--- src/rtl/itx4_pkg.sv ---
package itx4_pkg;

    localparam int DW    = 16;            // sample width
    localparam int AW    = 32;            // accumulator width
    localparam int FRAC  = 12;            // fraction bits of the constants
    localparam int LANES = 4;

    localparam int SMAX  = (2 ** (DW - 1)) - 1;
    localparam int SMIN  = -(2 ** (DW - 1));
    localparam int RND   = 2 ** (FRAC - 1);
    localparam int HRND  = 2 ** (DW - 1);

    typedef logic signed [DW-1:0] samp_t;
    typedef logic signed [AW-1:0] acc_t;
    typedef logic signed [AW:0]   rnd_t;
    typedef logic signed [DW:0]   wide_t;
    typedef samp_t                quad_t [LANES];

    typedef enum logic [1:0] {
        KIND_COS   = 2'd0,
        KIND_SIN   = 2'd1,
        KIND_FLIP  = 2'd2,
        KIND_IDENT = 2'd3
    } kind_e;

    // cosine butterfly constants
    localparam acc_t K_HALF = 32'sd2896;
    localparam acc_t K_LO   = 32'sd1567;
    localparam acc_t K_HI   = 32'sd3784;
    // asymmetric sine constants
    localparam acc_t K_S0   = 32'sd1321;
    localparam acc_t K_S1   = 32'sd2482;
    localparam acc_t K_S2   = 32'sd3344;
    localparam acc_t K_S3   = 32'sd3803;
    // identity gain minus one, in high-multiply form
    localparam acc_t K_ID   = 32'sd13576;

    function automatic acc_t widen(input samp_t x);
        return acc_t'(x);
    endfunction

    function automatic samp_t clamp_rnd(input rnd_t s);
        if (s > rnd_t'(SMAX))      return samp_t'(SMAX);
        else if (s < rnd_t'(SMIN)) return samp_t'(SMIN);
        else                       return samp_t'(s);
    endfunction

    // round by adding half an LSB, arithmetic shift, clamp
    function automatic samp_t narrow(input acc_t v);
        rnd_t s;
        s = rnd_t'(v) + rnd_t'(RND);
        s = s >>> FRAC;
        return clamp_rnd(s);
    endfunction

    function automatic samp_t sat_add(input samp_t a, input samp_t b, input logic sub);
        wide_t s;
        s = sub ? (wide_t'(a) - wide_t'(b)) : (wide_t'(a) + wide_t'(b));
        if (s > wide_t'(SMAX))      return samp_t'(SMAX);
        else if (s < wide_t'(SMIN)) return samp_t'(SMIN);
        else                        return samp_t'(s);
    endfunction

    // doubled, rounded high half of x * K_ID
    function automatic samp_t dbl_high_mul(input samp_t x);
        rnd_t q;
        q = (rnd_t'(widen(x) * K_ID) <<< 1) + rnd_t'(HRND);
        q = q >>> DW;
        return clamp_rnd(q);
    endfunction

endpackage

--- src/rtl/itx4_cos.sv ---
module itx4_cos
    import itx4_pkg::*;
(
    input  samp_t a [LANES],
    output samp_t o [LANES]
);
    samp_t p, q, u, w;

    always_comb begin
        p = narrow((widen(a[0]) + widen(a[2])) * K_HALF);
        q = narrow((widen(a[0]) - widen(a[2])) * K_HALF);
        u = narrow(widen(a[1]) * K_HI + widen(a[3]) * K_LO);
        w = narrow(widen(a[1]) * K_LO - widen(a[3]) * K_HI);
        o[0] = sat_add(p, u, 1'b0);
        o[1] = sat_add(q, w, 1'b0);
        o[2] = sat_add(q, w, 1'b1);
        o[3] = sat_add(p, u, 1'b1);
    end
endmodule

--- src/rtl/itx4_sin.sv ---
module itx4_sin
    import itx4_pkg::*;
(
    input  samp_t a [LANES],
    output samp_t o [LANES]
);
    acc_t ta, tb, tc, td;

    always_comb begin
        ta = widen(a[0]) * K_S0 + widen(a[2]) * K_S1 + widen(a[3]) * K_S2;
        tb = widen(a[0]) * K_S2 - widen(a[2]) * K_S0 - widen(a[3]) * K_S1;
        tc = widen(a[1]) * K_S3;
        td = (widen(a[0]) - widen(a[2]) + widen(a[3])) * K_S2;
        o[0] = narrow(ta + tc);
        o[1] = narrow(tb + tc);
        o[2] = narrow(td);
        o[3] = narrow(ta + tb - tc);
    end
endmodule

--- src/rtl/itx4_ident.sv ---
module itx4_ident
    import itx4_pkg::*;
(
    input  samp_t a [LANES],
    output samp_t o [LANES]
);
    for (genvar i = 0; i < LANES; i++) begin : g_lane
        assign o[i] = sat_add(a[i], dbl_high_mul(a[i]), 1'b0);
    end
endmodule

--- src/rtl/itx4_kernel.sv ---
module itx4_kernel
    import itx4_pkg::*;
(
    input  logic        clk,
    input  logic        rst,
    input  logic        in_valid,
    input  logic [1:0]  kind,
    input  logic [15:0] x0,
    input  logic [15:0] x1,
    input  logic [15:0] x2,
    input  logic [15:0] x3,
    output logic        out_valid,
    output logic [15:0] y0,
    output logic [15:0] y1,
    output logic [15:0] y2,
    output logic [15:0] y3
);
    samp_t src   [LANES];
    samp_t cos_o [LANES];
    samp_t sin_o [LANES];
    samp_t id_o  [LANES];
    samp_t pick  [LANES];
    samp_t held  [LANES];
    logic  vld_q;
    kind_e sel;

    assign src[0] = samp_t'(x0);
    assign src[1] = samp_t'(x1);
    assign src[2] = samp_t'(x2);
    assign src[3] = samp_t'(x3);
    assign sel    = kind_e'(kind);

    itx4_cos   u_cos   (.a(src), .o(cos_o));
    itx4_sin   u_sin   (.a(src), .o(sin_o));
    itx4_ident u_ident (.a(src), .o(id_o));

    always_comb begin
        for (int i = 0; i < LANES; i++) begin
            case (sel)
                KIND_COS:  pick[i] = cos_o[i];
                KIND_SIN:  pick[i] = sin_o[i];
                KIND_FLIP: pick[i] = sin_o[LANES-1-i];
                default:   pick[i] = id_o[i];
            endcase
        end
    end

    always_ff @(posedge clk) begin
        if (rst) begin
            vld_q <= 1'b0;
            for (int i = 0; i < LANES; i++) held[i] <= '0;
        end else begin
            vld_q <= in_valid;
            if (in_valid) begin
                for (int i = 0; i < LANES; i++) held[i] <= pick[i];
            end
        end
    end

    assign out_valid = vld_q;
    assign y0 = held[0];
    assign y1 = held[1];
    assign y2 = held[2];
    assign y3 = held[3];
endmodule

--- config.mk ---
export PLATFORM = sky130hd
export DESIGN_NAME = itx4_kernel
export DESIGN_NICKNAME = d
export VERILOG_FILES = /design/src/rtl/itx4_pkg.sv /design/src/rtl/itx4_cos.sv /design/src/rtl/itx4_sin.sv /design/src/rtl/itx4_ident.sv /design/src/rtl/itx4_kernel.sv
export SDC_FILE = /design/constraint.sdc
export NUM_CORES = 2
export LEC_CHECK = 0
export BUFFER_PORTS_ARGS = -buffer_cell sky130_fd_sc_hd__buf_2
export CAP_MARGIN = 30
export CORE_MARGIN = 4
export CORE_UTILIZATION = 60
export CTS_CLUSTER_SIZE = 25
export DETAILED_ROUTE_END_ITERATION = 10
export GPL_TIMING_DRIVEN = 0
export PLACE_DENSITY = 0.77
export SYNTH_ARGS = -nofsm -noshare
export SYNTH_HDL_FRONTEND = slang
export SYNTH_SLANG_ARGS = --single-unit
export TNS_END_PERCENT = 5
--- constraint.sdc ---
create_clock -name clk -period 35.1 [get_ports clk]
set_input_delay 10.53 -clock clk [delete_from_list [all_inputs] [get_ports clk]]
set_output_delay 10.53 -clock clk [all_outputs]
set_load 0.05 [all_outputs]
==> summary.md <==
| Metric | Value |
|---|---|
| Status | finished clean |
| Post-synth cell types | 118 |
| Die Y | 362 um |
| Synth Area in XOR/XNOR | 9.99% |
| CTS tree | done |
| Synth Area in Adders | 50.6% |
| Final net count | 11500 |
| Number of global-route vias before repair | 63800 |
| GRT Util Overall | 37.1% |
| 1st-iter DRT viols | 5583 |
| Slew Limit Headroom | 24.5% |
| Routability congestion estimate | 1.11 |
| Crit path arrival time | 27.90 ns |
| Final HPWL from detailed placement | 214000 um |
| Hold WC Path Type | input port to register |
| Largest net degree at the start of global routing | 53 |
| Final hold violation count | 0 |
| RSZ-0062 raised after global routing | no |
| Crit-path slowest cell | a21oi_1 |
| Final non-filler cell total | 10600 |
| Area post-placement | 78300 sq um |
| Highest-count cells in the layout ignoring fill and taps | 1676 x inv_1, 1489 x ha_1, 971 x fa_1, 540 x xnor2_1, 501 x a21oi_1 |
| Area Overhead vs Synth | 4.37% |
| Resized Gates After CTS | 0 |
| Vias | 64200 |
| Root buffer cell | clkbuf_16 |
| Post-route DRC | 0 |
| Post-synthesis average cell area | 8.54 sq um |
| Setup-failing EPs final | 0 |
| Fmax | 35.9 MHz |
| Dpl cells | 10600 |
| Row cnt | 129 |
| Worst hold path depth | 2 |
| Most used DFF post-synth | edfxtp_1 |
| Seq/Total Area, Yosys | 2.58% |
| Largest cells by area after synthesis | fa_1 26%, ha_1 25%, inv_1 8.3%, xnor2_1 6.3%, xor2_1 3.6% |
| Slew Viols, Final | 0 |
| Synth Instances | 8828 |
| Min-Delay Startpoint | rst |
| Final ANT Viol Nets | 0 |
| I/O Pins | 134 |
| FFs w/ async S/R, synth | 0% |
| Syn Nets | 11400 |
| Startpoint types | input port |
| Drt pass-1 iters | 9 |
| Setup Total Neg Slack | 0 ns |
| Total clock sinks | 65 |
| Worst-Margin Slew | 1.12 ns |
| Longest Clk Path Bufs | 2 |
| Most common cell on crit path | a21oi_1 |
| Endpoint of the worst hold-timing path | held[2][8] |
| DRT Wirelength | 245000 um |
| Post-synthesis simple-gate area fraction | 11.1% |
| Warnings, synthesis | 0 |
| Crit path max fanout | 16 |
| Clock transition at path regs | 0.08 ns |
| Port buffer count | 133 |
| Full die area | 131000 sq um |
| Most common cell after layout, fill and taps aside | inv_1 |
| Netlist Area Pre-Place | 75400 sq um |
| H-tree Lvls | 3 |
| Worst Path Class, Setup | input port to register |
| Post-CTS Setup Repair Bufs | 0 |
| Total area of sequential cells | 1940 sq um |
| Hold Buf Count CTS | 0 |
| Via-per-instance ratio | 6.03 |
| Synth Area in Compound Gates | 16.1% |
| Final Critical Period | 27.83 ns |
| Filler cells | 10800 |
| Core ar. | 124000 sq um |
| Routed WL per cell | 23.0 um |
| First-pass GRT wire length | 373000 um |
| Number of max-cap violations | 0 |
| CP Capture Type | register |
| Grt ovf | 0 |
| Largest family of logic cells by synthesized area | adder cells |
| Post-synth top area cell | fa_1 |
| Design Area, Final | 78700 sq um |
| Footprint of the multi-input gates | 66600 sq um |
| Post-synthesis sequential element count | 65 |
| Ratio of cells with drive above 1 in the final layout | 3.38% |
| Fin Hold WS | 10.61 ns |
| Initial Util | 60.7% |
| Die Wd | 362 um |
| Crit path required time | 35.17 ns |
| Post-synth top area share | 25.8% |
| Initial antenna violation count | 13 |
| Final period utilization | 79.3% |
| CTS Buf Count | 9 |
| Number of synthesized flops with an enable pin | 64 |
| CP peak stage delay | 0.79 ns |
| Multiplexer area fraction after synthesis | 0.576% |
synthesized netlist by cell type (17+ instances only):
cell type	count
o21a_1	81
o31ai_1	33
ha_1	1489
a21boi_0	58
o21ai_0	445
nor2b_1	73
or2_2	37
xor2_1	311
a211oi_1	74
nor4_1	23
o211ai_1	37
nand2b_1	68
a31oi_1	59
edfxtp_1	64
or3_1	45
and3_1	78
clkbuf_1	123
xnor2_1	541
fa_1	971
and2_1	69
inv_1	1676
a211o_1	17
o221ai_1	27
a21o_1	131
o21bai_1	107
nor3_1	171
mux2i_1	31
nand4_1	37
o21ai_1	17
nand3_1	122
a21oi_1	501
a2111oi_0	17
nor2_1	492
nand2_1	414
how the worst max path moves through the flow:
stage                from          end  slack [ns]  depth (start not counted)
floorplan           x1[3]   held[3][5]       11.18                         56
global placement    x1[0]   held[0][0]        7.41                         56
detailed placement  x1[0]  held[0][12]        7.44                         57
CTS                 x1[0]  held[0][12]        7.75                         57
global route        x1[0]   held[3][5]        6.70                         56
finish              x1[0]   held[0][0]        7.27                         56
metal layers:
layer	vias to the layer above	routed length [um]	track usage (%)	share of wire (%)
met5	-	27	0	0.011
met3	401	21400	7.78	8.8
met1	31400	104000	50.2	42
li1	30000	-	-	-
met4	4	13500	16.2	5.5
met2	2394	106000	57.6	43
logic make-up (layout without fill, tap and decap cells):
family,Yosys count,in the layout
adder cells (fa/ha/maj),2466,2466
AO/OA/AOI/OAI,1857,1857
buffers and inverters,1818,1991
AND/OR/NAND/NOR,1725,1725
XOR/XNOR,856,856
flip-flops,65,65
multiplexers,41,41
other,0,6
critical path, delay by kind of cell:
kind | cells | cell delay (ns)
buffers and inverters | 10 | 2.28
and+or+nand+nor | 3 | 0.47
xor gates and xnor gates | 1 | 0.32
AOI/OAI and AO/OA | 30 | 8.46
adders and majority gates | 12 | 5.80
flip-flops by register name, summed over array words and instances, names as in the netlist:
signal	count
held	64
out_valid	1
layout make-up:
type	count	area share, %
diodes	6	0.0191
plain buffers	136	0.687
clock buffers	9	0.286
clock inverters	7	0.0970
inverters	1682	8.02
multi-input cells	6945	84.7
flip-flops and latches	65	2.47
well taps	1637	2.60
repair buffers	157	1.16
metrics by stage:
stage	setup slack (ns)	util, %
3_5_place_dp	7.44	63.0
6_report	7.27	63.3
5_1_grt	6.70	63.3
3_3_place_gp	7.41	62.8
4_1_cts	7.75	63.2
2_1_floorplan	11.18	-
Power is not shown: default switching activity piles up to over one toggle a cycle in this logic, so the estimate is an artifact.
